`src/rtl/tg_pkg.sv`:
```
package tg_pkg;

   typedef enum logic [2:0] {
      CMD_NOP = 3'd0,
      CMD_ACT = 3'd1,
      CMD_RD  = 3'd2,
      CMD_WR  = 3'd3,
      CMD_PRE = 3'd4,
      CMD_MRS = 3'd5
   } tg_cmd_e;

   localparam int TG_CW   = 3;
   localparam int TG_NCMD = 6;

   function automatic int tg_max(input int a, input int b);
      return (a > b) ? a : b;
   endfunction

endpackage

```
`src/rtl/tg_gap_timer.sv`:
```
// Down counter holding the remaining cycles before a gap rule is met.
// A load keeps the longer of the pending and the requested wait.
module tg_gap_timer #(
   parameter int W = 5
) (
   input  logic         clk,
   input  logic         rst_n,
   input  logic         load,
   input  logic [W-1:0] load_val,
   output logic         ready
);

   if (W < 1) begin : g_bad_w
      $error("tg_gap_timer: W must be at least 1");
   end

   logic [W-1:0] cnt_q;
   logic [W-1:0] dec;
   logic [W-1:0] nxt;

   always_comb begin
      dec = (cnt_q == '0) ? '0 : cnt_q - W'(1);
      nxt = dec;
      if (load && (load_val > dec)) nxt = load_val;
   end

   always_ff @(posedge clk) begin
      if (!rst_n) cnt_q <= '0;
      else        cnt_q <= nxt;
   end

   assign ready = (cnt_q == '0);

   AST_LOAD_BLOCKS: assert property (@(posedge clk) disable iff (!rst_n)
      (load && load_val != '0) |=> !ready);

endmodule

```
`src/rtl/tg_bank_track.sv`:
```
// Per-bank open state, gap timers and open-row age.
module tg_bank_track #(
   parameter int TW        = 5,
   parameter int AW        = 15,
   parameter int T_RAS     = 18,
   parameter int T_RCD     = 5,
   parameter int T_RP      = 5,
   parameter int T_WR      = 6,
   parameter int T_RTP     = 3,
   parameter int T_WDONE   = 6,
   parameter int T_RAS_MAX = 28000
) (
   input  logic clk,
   input  logic rst_n,
   input  logic act,
   input  logic rd,
   input  logic wr,
   input  logic pre,
   input  logic ap,
   output logic is_open,
   output logic act_ok,
   output logic col_ok,
   output logic pre_ok,
   output logic overdue
);

   localparam int RP_AFTER_WRA = T_WDONE + T_WR + T_RP;
   localparam int RP_AFTER_RDA = T_RTP + T_RP;

   logic          open_q;
   logic [AW-1:0] age_q;
   logic          closing;
   logic          rp_load;
   logic [TW-1:0] rp_val;
   logic          ras_ok, wrp_ok, rtp_ok;

   assign closing = pre || ((rd || wr) && ap);

   always_ff @(posedge clk) begin
      if (!rst_n)       open_q <= 1'b0;
      else if (act)     open_q <= 1'b1;
      else if (closing) open_q <= 1'b0;
   end

   always_ff @(posedge clk) begin
      if (!rst_n)                                 age_q <= '0;
      else if (act)                               age_q <= AW'(1);
      else if (open_q && age_q < AW'(T_RAS_MAX))  age_q <= age_q + AW'(1);
   end

   assign overdue = open_q && (age_q >= AW'(T_RAS_MAX));
   assign is_open = open_q;

   always_comb begin
      rp_load = closing;
      if (wr && ap)      rp_val = TW'(RP_AFTER_WRA - 1);
      else if (rd && ap) rp_val = TW'(RP_AFTER_RDA - 1);
      else               rp_val = TW'(T_RP - 1);
   end

   tg_gap_timer #(.W(TW)) u_ras (
      .clk(clk), .rst_n(rst_n), .load(act), .load_val(TW'(T_RAS - 1)), .ready(ras_ok));
   tg_gap_timer #(.W(TW)) u_rcd (
      .clk(clk), .rst_n(rst_n), .load(act), .load_val(TW'(T_RCD - 1)), .ready(col_ok));
   tg_gap_timer #(.W(TW)) u_wrp (
      .clk(clk), .rst_n(rst_n), .load(wr), .load_val(TW'(T_WDONE + T_WR - 1)), .ready(wrp_ok));
   tg_gap_timer #(.W(TW)) u_rtp (
      .clk(clk), .rst_n(rst_n), .load(rd), .load_val(TW'(T_RTP - 1)), .ready(rtp_ok));
   tg_gap_timer #(.W(TW)) u_rp (
      .clk(clk), .rst_n(rst_n), .load(rp_load), .load_val(rp_val), .ready(act_ok));

   assign pre_ok = ras_ok && wrp_ok && rtp_ok;

   AST_OD_NOT_FRESH: assert property (@(posedge clk) disable iff (!rst_n)
      act |=> !overdue);
   AST_AP_CLOSES: assert property (@(posedge clk) disable iff (!rst_n)
      (wr && ap && !act) |=> !is_open);
   AST_PRE_CLOSES: assert property (@(posedge clk) disable iff (!rst_n)
      (pre && !act) |=> (!is_open && !act_ok));

endmodule

```
`src/rtl/tg_bus_track.sv`:
```
// Gap timers shared by all banks: ACT-ACT, column-column, WR-RD, MRS-MRS.
module tg_bus_track #(
   parameter int TW      = 5,
   parameter int T_RRD   = 3,
   parameter int T_CCD   = 2,
   parameter int T_WDONE = 6,
   parameter int T_WTR   = 3,
   parameter int T_MRD   = 2
) (
   input  logic clk,
   input  logic rst_n,
   input  logic act_any,
   input  logic col_any,
   input  logic wr_any,
   input  logic mrs,
   output logic rrd_ok,
   output logic ccd_ok,
   output logic wtr_ok,
   output logic mrd_ok
);

   localparam int NT = 4;

   logic [NT-1:0]         ld;
   logic [NT-1:0][TW-1:0] val;
   logic [NT-1:0]         rdy;

   assign ld     = {mrs, wr_any, col_any, act_any};
   assign val[0] = TW'(T_RRD - 1);
   assign val[1] = TW'(T_CCD - 1);
   assign val[2] = TW'(T_WDONE + T_WTR - 1);
   assign val[3] = TW'(T_MRD - 1);

   for (genvar i = 0; i < NT; i++) begin : g_tmr
      tg_gap_timer #(.W(TW)) u_tmr (
         .clk(clk), .rst_n(rst_n), .load(ld[i]), .load_val(val[i]), .ready(rdy[i]));
   end

   assign rrd_ok = rdy[0];
   assign ccd_ok = rdy[1];
   assign wtr_ok = rdy[2];
   assign mrd_ok = rdy[3];

endmodule

```
`src/rtl/ddr_bank_timing_guard.sv`:
```
module ddr_bank_timing_guard
   import tg_pkg::*;
#(
   parameter int NBANK     = 4,
   parameter int T_RAS     = 18,
   parameter int T_RAS_MAX = 28000,
   parameter int T_RCD     = 5,
   parameter int T_RP      = 5,
   parameter int T_RRD     = 3,
   parameter int T_CCD     = 2,
   parameter int T_WR      = 6,
   parameter int T_WTR     = 3,
   parameter int T_RTP     = 3,
   parameter int T_WDONE   = 6,
   parameter int T_MRD     = 2,
   localparam int BW       = $clog2(NBANK)
) (
   input  logic                 clk,
   input  logic                 rst_n,
   input  logic                 cmd_valid,
   input  logic [TG_CW-1:0]     cmd_code,
   input  logic [BW-1:0]        cmd_bank,
   input  logic                 cmd_ap,
   output logic [TG_NCMD-1:0]   cmd_allow,
   output logic                 violation,
   output logic [NBANK-1:0]     row_overdue
);

   localparam int TMAX = tg_max(tg_max(tg_max(T_RAS, T_WDONE + T_WR + T_RP),
                                       tg_max(T_RTP + T_RP, T_WDONE + T_WTR)),
                                tg_max(tg_max(T_RRD, T_CCD), tg_max(T_MRD, T_RCD)));
   localparam int TW   = $clog2(TMAX + 1);
   localparam int AW   = $clog2(T_RAS_MAX + 1);
   localparam int NEXT = 2 ** TG_CW;

   if (NBANK < 2 || (NBANK & (NBANK - 1)) != 0) begin : g_bad_nbank
      $error("ddr_bank_timing_guard: NBANK must be a power of two, at least 2");
   end
   if (T_RAS < 1 || T_RCD < 1 || T_RP < 1 || T_RRD < 1 || T_CCD < 1 ||
       T_WR < 1 || T_WTR < 1 || T_RTP < 1 || T_WDONE < 0 || T_MRD < 1) begin : g_bad_gap
      $error("ddr_bank_timing_guard: every gap must be at least one cycle");
   end
   if (T_RAS_MAX < 2) begin : g_bad_rasmax
      $error("ddr_bank_timing_guard: T_RAS_MAX must be at least 2");
   end

   logic is_act, is_rd, is_wr, is_pre, is_mrs;

   assign is_act = cmd_valid && (cmd_code == CMD_ACT);
   assign is_rd  = cmd_valid && (cmd_code == CMD_RD);
   assign is_wr  = cmd_valid && (cmd_code == CMD_WR);
   assign is_pre = cmd_valid && (cmd_code == CMD_PRE);
   assign is_mrs = cmd_valid && (cmd_code == CMD_MRS);

   logic [NBANK-1:0] open_v, actok_v, colok_v, preok_v;

   for (genvar b = 0; b < NBANK; b++) begin : g_bank
      logic hit;
      assign hit = (cmd_bank == BW'(b));

      tg_bank_track #(
         .TW(TW), .AW(AW), .T_RAS(T_RAS), .T_RCD(T_RCD), .T_RP(T_RP),
         .T_WR(T_WR), .T_RTP(T_RTP), .T_WDONE(T_WDONE), .T_RAS_MAX(T_RAS_MAX)
      ) u_bank (
         .clk     (clk),
         .rst_n   (rst_n),
         .act     (is_act && hit),
         .rd      (is_rd && hit),
         .wr      (is_wr && hit),
         .pre     (is_pre && hit),
         .ap      (cmd_ap),
         .is_open (open_v[b]),
         .act_ok  (actok_v[b]),
         .col_ok  (colok_v[b]),
         .pre_ok  (preok_v[b]),
         .overdue (row_overdue[b])
      );
   end

   logic rrd_ok, ccd_ok, wtr_ok, mrd_ok;

   tg_bus_track #(
      .TW(TW), .T_RRD(T_RRD), .T_CCD(T_CCD), .T_WDONE(T_WDONE),
      .T_WTR(T_WTR), .T_MRD(T_MRD)
   ) u_bus (
      .clk     (clk),
      .rst_n   (rst_n),
      .act_any (is_act),
      .col_any (is_rd || is_wr),
      .wr_any  (is_wr),
      .mrs     (is_mrs),
      .rrd_ok  (rrd_ok),
      .ccd_ok  (ccd_ok),
      .wtr_ok  (wtr_ok),
      .mrd_ok  (mrd_ok)
   );

   logic sel_open, sel_actok, sel_colok, sel_preok, all_idle;

   assign sel_open  = open_v[cmd_bank];
   assign sel_actok = actok_v[cmd_bank];
   assign sel_colok = colok_v[cmd_bank];
   assign sel_preok = preok_v[cmd_bank];
   assign all_idle  = (open_v == '0) && (&actok_v);

   always_comb begin
      cmd_allow          = '0;
      cmd_allow[CMD_NOP] = 1'b1;
      cmd_allow[CMD_ACT] = !sel_open && sel_actok && rrd_ok;
      cmd_allow[CMD_RD]  = sel_open && sel_colok && ccd_ok && wtr_ok;
      cmd_allow[CMD_WR]  = sel_open && sel_colok && ccd_ok;
      cmd_allow[CMD_PRE] = sel_preok;
      cmd_allow[CMD_MRS] = all_idle && mrd_ok;
   end

   logic [NEXT-1:0] allow_ext;
   logic            viol_q;

   assign allow_ext = {{(NEXT - TG_NCMD){1'b1}}, cmd_allow};

   always_ff @(posedge clk) begin
      if (!rst_n) viol_q <= 1'b0;
      else        viol_q <= cmd_valid && !allow_ext[cmd_code];
   end

   assign violation = viol_q;

   if (T_RRD > 1) begin : g_ast_rrd
      AST_RRD_BLOCK: assert property (@(posedge clk) disable iff (!rst_n)
         is_act |=> !cmd_allow[CMD_ACT]);
   end
   if (T_CCD > 1) begin : g_ast_ccd
      AST_CCD_BLOCK: assert property (@(posedge clk) disable iff (!rst_n)
         (is_rd || is_wr) |=> (!cmd_allow[CMD_RD] && !cmd_allow[CMD_WR]));
   end
   if (T_MRD > 1) begin : g_ast_mrd
      AST_MRD_BLOCK: assert property (@(posedge clk) disable iff (!rst_n)
         is_mrs |=> !cmd_allow[CMD_MRS]);
   end
   if (T_WDONE + T_WTR > 1) begin : g_ast_wtr
      AST_WTR_BLOCK: assert property (@(posedge clk) disable iff (!rst_n)
         is_wr |=> !cmd_allow[CMD_RD]);
   end
   AST_VIOL_ON_BLOCKED: assert property (@(posedge clk) disable iff (!rst_n)
      (is_pre && !cmd_allow[CMD_PRE]) |=> violation);
   AST_SPARE_CODES_FREE: assert property (@(posedge clk) disable iff (!rst_n)
      (cmd_valid && cmd_code > 3'd5) |=> !violation);
   AST_NOP_ALWAYS: assert property (@(posedge clk) disable iff (!rst_n)
      cmd_allow[CMD_NOP]);

endmodule

```
`config.mk`:
```
export PLATFORM = sky130hd
export DESIGN_NAME = ddr_bank_timing_guard
export DESIGN_NICKNAME = d
export VERILOG_FILES = /design/src/rtl/tg_pkg.sv /design/src/rtl/tg_gap_timer.sv /design/src/rtl/tg_bank_track.sv /design/src/rtl/tg_bus_track.sv /design/src/rtl/ddr_bank_timing_guard.sv
export SDC_FILE = /design/constraint.sdc
export NUM_CORES = 1
export LEC_CHECK = 0
export ABC_AREA = 0
export BUFFER_PORTS_ARGS = -buffer_cell sky130_fd_sc_hd__buf_2
export CAP_MARGIN = 20
export CORE_MARGIN = 10
export CORE_UTILIZATION = 35
export CTS_CLUSTER_SIZE = 20
export DETAILED_ROUTE_END_ITERATION = 10
export GPL_ROUTABILITY_DRIVEN = 1
export GPL_TIMING_DRIVEN = 0
export HOLD_SLACK_MARGIN = 0.1
export SLEW_MARGIN = 40
export SYNTH_ARGS = -nofsm -noshare
export SYNTH_HDL_FRONTEND = slang
export SYNTH_SLANG_ARGS = --single-unit
```
`constraint.sdc`:
```
create_clock -name clk -period 2.58 [get_ports clk]
set_clock_uncertainty 0.2 [all_clocks]
set_input_delay 0.516 -clock clk [delete_from_list [all_inputs] [get_ports clk]]
set_output_delay 0.516 -clock clk [all_outputs]
set_load 0.02 [all_outputs]
```
[After elaboration in Yosys (flattened, before gate mapping)]
Index checks and enable logic that the tools add are counted.
Operators by class
  muxes and demuxes: 82
  bitwise operators: 1
  add/subtract/negate cells: 28
  order comparisons: 34
  equality and inequality tests: 8
  reductions and logical operators: 151
Operators with widths (number)
  two-way mux 5 bit: 36
  zero test 5 bit: 24
  subtractor 5 x 1 -> 5 bit (second input constant): 24
  logical AND 1 bit: 81
  adder 15 x 1 -> 15 bit (second input constant): 4
  greater-or-equal comparator 15 bit (second input constant): 4
  less-than comparator 15 bit (second input constant): 4
  OR reduction 2 bit: 24
  > comparator 2 x 5 -> 1 bit (first input constant): 5
  > comparator 4 x 5 -> 1 bit (first input constant): 5
  two-way mux 1 bit: 23
  > comparator 3 x 5 -> 1 bit (first input constant): 4
  > comparator 5 bit: 4
  > comparator 5 bit (first input constant): 4
  two-way mux 4 bit: 5
  two-way mux 2 bit: 9
  nonzero test 2 bit: 8
  two-way mux 3 bit: 4
  > comparator 1 x 5 -> 1 bit (first input constant): 2
  logical OR 1 bit: 9
  binary-select mux 1 bit (select 2 bit): 4
  == test 3 x 2 -> 1 bit (second input constant): 2
  == test 3 bit (second input constant): 2
  == test 2 bit (second input constant): 2
  10 further kinds: 11
Word-level totals
  logic and storage cells: 361
  register bits after elaboration: 185
  output and inout port bits: 11
  input bits: 9

[Logic depth before layout (Yosys ltp)]
  depth in word-level cells: 10
  gate-level depth with buffers: 12
  depth with buffers taken out: 10

[By module]
A second synthesis with hierarchy kept.
Second synthesis, totals
  cells, all modules: 1757
  area, all modules: 14445.1 um^2
Modules (own cells, without submodules)
  tg_gap_timer: area each 420.4 um^2, instances 24, cells an instance 50
  tg_bank_track: area each 984.7 um^2, instances 4, cells an instance 124
  ddr_bank_timing_guard: area each 409.1 um^2, instances 1, cells an instance 59
  tg_bus_track: area each 7.5 um^2, instances 1, cells an instance 2

[Worst setup path before layout]
No wires, ideal clock.
  path type: register to output
  start: register u_bus.g_tmr[1].u_tmr.cnt_q[0]
  end: output port cmd_allow[2]
  buffers on the path: 0
  slack: -0.320 ns
  stages on the path, launching flop included: 7
  arrival time: 2.184 ns
  data required time: 1.864 ns
  cells stage by stage: dfxtp_1 > inv_1 > ha_1 > nand2b_1 > or3_1 > nor4_1 > and2_1
On the way
  longest elaborated chain between the ends: 3
Ends and longest elaborated chain
  start, declared: RTL line tg_gap_timer.sv:17  | logic [W-1:0] cnt_q;
  start signal, assigned: RTL line tg_gap_timer.sv:29  | else cnt_q <= nxt;
  zero test 5 bit: RTL line tg_gap_timer.sv:32  | assign ready = (cnt_q == '0);
  logical AND 1 bit
  net cmd_allow[3]: RTL line ddr_bank_timing_guard.sv:24  | output logic [TG_NCMD-1:0] cmd_allow,
  logical AND 1 bit: RTL line ddr_bank_timing_guard.sv:110  | cmd_allow[CMD_RD] = sel_open && sel_colok && ccd_ok && wtr_ok;
  end, declared: RTL line ddr_bank_timing_guard.sv:24
The timed path passes the listed nets, and every way through them passes these cells.

[Final worst setup path]
  start: register g_bank[1].u_bank.u_rcd.cnt_q[1]
  end: output port cmd_allow[2]
On the way
  longest elaborated chain between the ends: 6
Ends and longest elaborated chain
  start, declared: RTL line tg_gap_timer.sv:17
  start signal, assigned: RTL line tg_gap_timer.sv:29
  zero test 5 bit: RTL line tg_gap_timer.sv:32
  binary-select mux 1 bit (select 2 bit): RTL line ddr_bank_timing_guard.sv:102  | assign sel_colok = colok_v[cmd_bank];
  two-way mux 1 bit (not written as such): RTL line ddr_bank_timing_guard.sv:102
  logical AND 1 bit (3 in a row): RTL line ddr_bank_timing_guard.sv:110
Every way passes these cells. The select of a mux whose other input is x is not followed.

==> out/metrics.cfg <==
[timing]
layout_min_cycle_time_ns = 2.784
clock.fmax_mhz = 359.2
maxSlewViolCount = 0
whs_ns = 0.1682
fin_ws_ns = -0.2043
timing.final.hold_violations = 0
rsz0062_at_grt = yes
setup_viol = 3
fin_crit_sh_pct = 107.9
slew_headroom_pct = 47.76
tightest_slew_ns = 0.7835

[global_route]
grtUsageTotal_pct = 13.59
grt_pass1_vias = 8223
grt_overflow = 0
grt_max_degree = 18
grt_first_pass_wirelength_um = 40390
antenna_found_initial = 0

[hold_path]
hold_depth = 3
hold_path.class = in2reg
worst_hold_path.endpoint = violation
hold_start = cmd_valid

[routing]
routed-via-count = 8759
ant_nets = 0
dr.pass1.iters = 5
wl_um = 24150
via_per_inst = 5.177
drc = 0
wl_per_cell_um = 14.27
drtIter0Drc = 476

[logic_synthesis]
synth_top_family_by_area = simple AND/OR/NAND/NOR gates
synth_cell_types = 77
syn_nets = 1299
synth_warnings = 0
synth_flop_cell = dfxtp_1
synthMuxAreaShare_pct = 3.268
synth-edff-count = 0
avgSynthCellArea_um2 = 8.082
syn_area_um2 = 10030
syn_inst = 1241
synthSimpleGateAreaFrac_pct = 27.73
synth_compound_area_share_pct = 15.79
synthXorXnorAreaFrac_pct = 4.890
synth_seq_cells = 185
async_reset_ff_share_pct = 0
synth_fa_ha_area_share_pct = 6.524
ys_seq_area_share_pct = 36.93

[clocking]
clk_latency_ns = 0.45
clk_pin_slew_ns = 0.07
root_buffer = clkbuf_16
clock_sinks = 185
h-tree-depth = 4
cts_made_buffers = 17
cts_tree = built
clk_path_buf_depth = 2

[setup_path]
r2r-end = g_bank[2].u_bank.u_rp.cnt_q[2]
end_kind = output pin
timing.rr.start = g_bank[2].u_bank.u_rp.cnt_q[0]
worstPathMaxFanout = 3
cp-start-kind = flip-flop
crit_arrival_ns = 2.07
worstSetupPathType = reg2out
worst-r2r-setup-slack_ns = 0.11
reg2regPathDepth = 10
worstPathRequired_ns = 1.86

[cells_and_area]
final_util_pct = 42.48
final_cell_mix = nor2_1 (196), dfxtp_1 (164), nand2_1 (83)
final.fill_count = 2778
mostFrequentLayoutCell = nor2_1
synthToLayoutAreaGrowth_pct = 18.63
fin_nets = 1360
layout-drive-gt1-share_pct = 16.68

[floorplan]
core_area_um2 = 28010
io_pins = 20
dieArea_um2 = 35830
die_h_um = 189.3
row_count = 61
chipWidth_um = 189.3
initial_utilization_pct = 35.81

[pwr]
power.total_uw = 12490
ir_worst_vdd_mv = 0.5181
power.leakage_uw = 0.004581
power_density_nw_per_um2 = 1050

[outcome]
violations = negative setup slack
status = finished, violations left

[placement]
port_buffers = 13
place.gp.congestion = 0.8149
dp_hpwl_um = 16920

[run]
maxCapViolCount = 0

-- how the worst max path moves through the flow --
stage	from	slack [ns]	end	cells past startpoint
after detailed placement	rst_n	-0.57	g_bank[2].u_bank.u_rcd.cnt_q[0]	5
after global routing	g_bank[1].u_bank.u_rcd.cnt_q[0]	-0.32	cmd_allow[2]	7
after global placement	rst_n	-0.47	g_bank[3].u_bank.u_rcd.cnt_q[0]	5
final	g_bank[1].u_bank.u_rcd.cnt_q[1]	-0.20	cmd_allow[2]	7
after floorplan	u_bus.g_tmr[1].u_tmr.cnt_q[0]	-0.06	cmd_allow[2]	6
after CTS	g_bank[2].u_bank.u_wrp.cnt_q[1]	-0.22	cmd_allow[4]	7
-- metal layers --
| layer | vias up | track usage, % | share of wire [%] |
|---|---|---|---|
| met1 | 4152 | 17.83 | 49 |
| met2 | 128 | 21.77 | 45 |
| met3 | 18 | 3.234 | 4.1 |
| li1 | 4461 | - | - |
| met4 | 0 | 3.694 | 1.2 |
| met5 | - | 0 | 0 |
-- final cells by class --
cell class                 instances  area (um^2)  area share, %
buffer                            34        171.4          1.441
clock buffer                      17        425.4          3.576
inverter                          82        309.0          2.598
timing repair buffer              45        329.1          2.766
multi-input combinational        937         6341          53.30
tap                              378        473.0          3.975
sequential                       185         3735          31.39
antenna                            1        2.502        0.02103
clock inverter                    13        111.4         0.9360
-- power breakdown --
part	switching, uW	internal, uW	total, uW
clock	1230	1250	2480
sequential	557	3480	4040
combinational	3080	2890	5970
-- kinds of logic after synthesis --
family	Yosys count
xor gates and xnor gates	56
DFF	185
muxes	31
buffers and inverters	119
adders and majority gates	53
and+or+nand+nor	558
other	1
AOI/OAI and AO/OA	238
-- sequential cells by signal, indices dropped and copies added (netlist names) --
name                       cells
g_bank.u_bank.u_ras.cnt_q     20
g_bank.u_bank.age_q           60
violation                      1
g_bank.u_bank.u_rcd.cnt_q     20
g_bank.u_bank.u_rp.cnt_q      20
g_bank.u_bank.u_wrp.cnt_q     20
g_bank.u_bank.u_rtp.cnt_q     20
g_bank.u_bank.is_open          4
u_bus.g_tmr.u_tmr.cnt_q       20
-- cells in the mapped netlist, types with 22 or more instances --
cell	number	area [um^2]
dfxtp_1	185	3704
ha_1	49	613.1
a21oi_1	76	380.4
xnor2_1	36	315.3
mux2i_1	26	260.3
nand3_1	30	150.1
nor2_1	200	750.7
and2_1	23	143.9
inv_1	81	304.0
or3_1	22	137.6
nor2b_1	23	143.9
nor3_1	51	255.2
o21ai_0	40	200.2
nand2b_1	25	156.4
nand2_1	84	315.3
-- metrics by stage --
stage	setup WS (ns)	area (um^2)	std cells	setup TNS (ns)
3_3_place_gp	-0.4710	10600	1632	-22.57
6_report	-0.2043	11900	1692	-0.5128
3_5_place_dp	-0.5701	10610	1632	-26.31
4_1_cts	-0.2208	11660	1679	-0.5492
2_1_floorplan	-0.06307	10060	1241	-0.06307
5_1_grt	-0.3246	11900	1691	-0.8975
-- critical path, cell delays in order, from the launching register on --
cell     delay, ns
dfxtp_2       0.33
inv_2         0.07
ha_4          0.13
nor4b_4       0.28
o21ai_2       0.12
nor4_4        0.39
and2_1        0.19
buf_6         0.12
-- what timing repair did --
item / CTS / global route
pin swaps: 18 / 24
hold buffers: 0 / 0
setup buffers: 19 / 13
setup endpoints to repair: 22 / 24
gates resized for setup: 93 / 41
No activity file was read; power rests on OpenSTA's default activity.
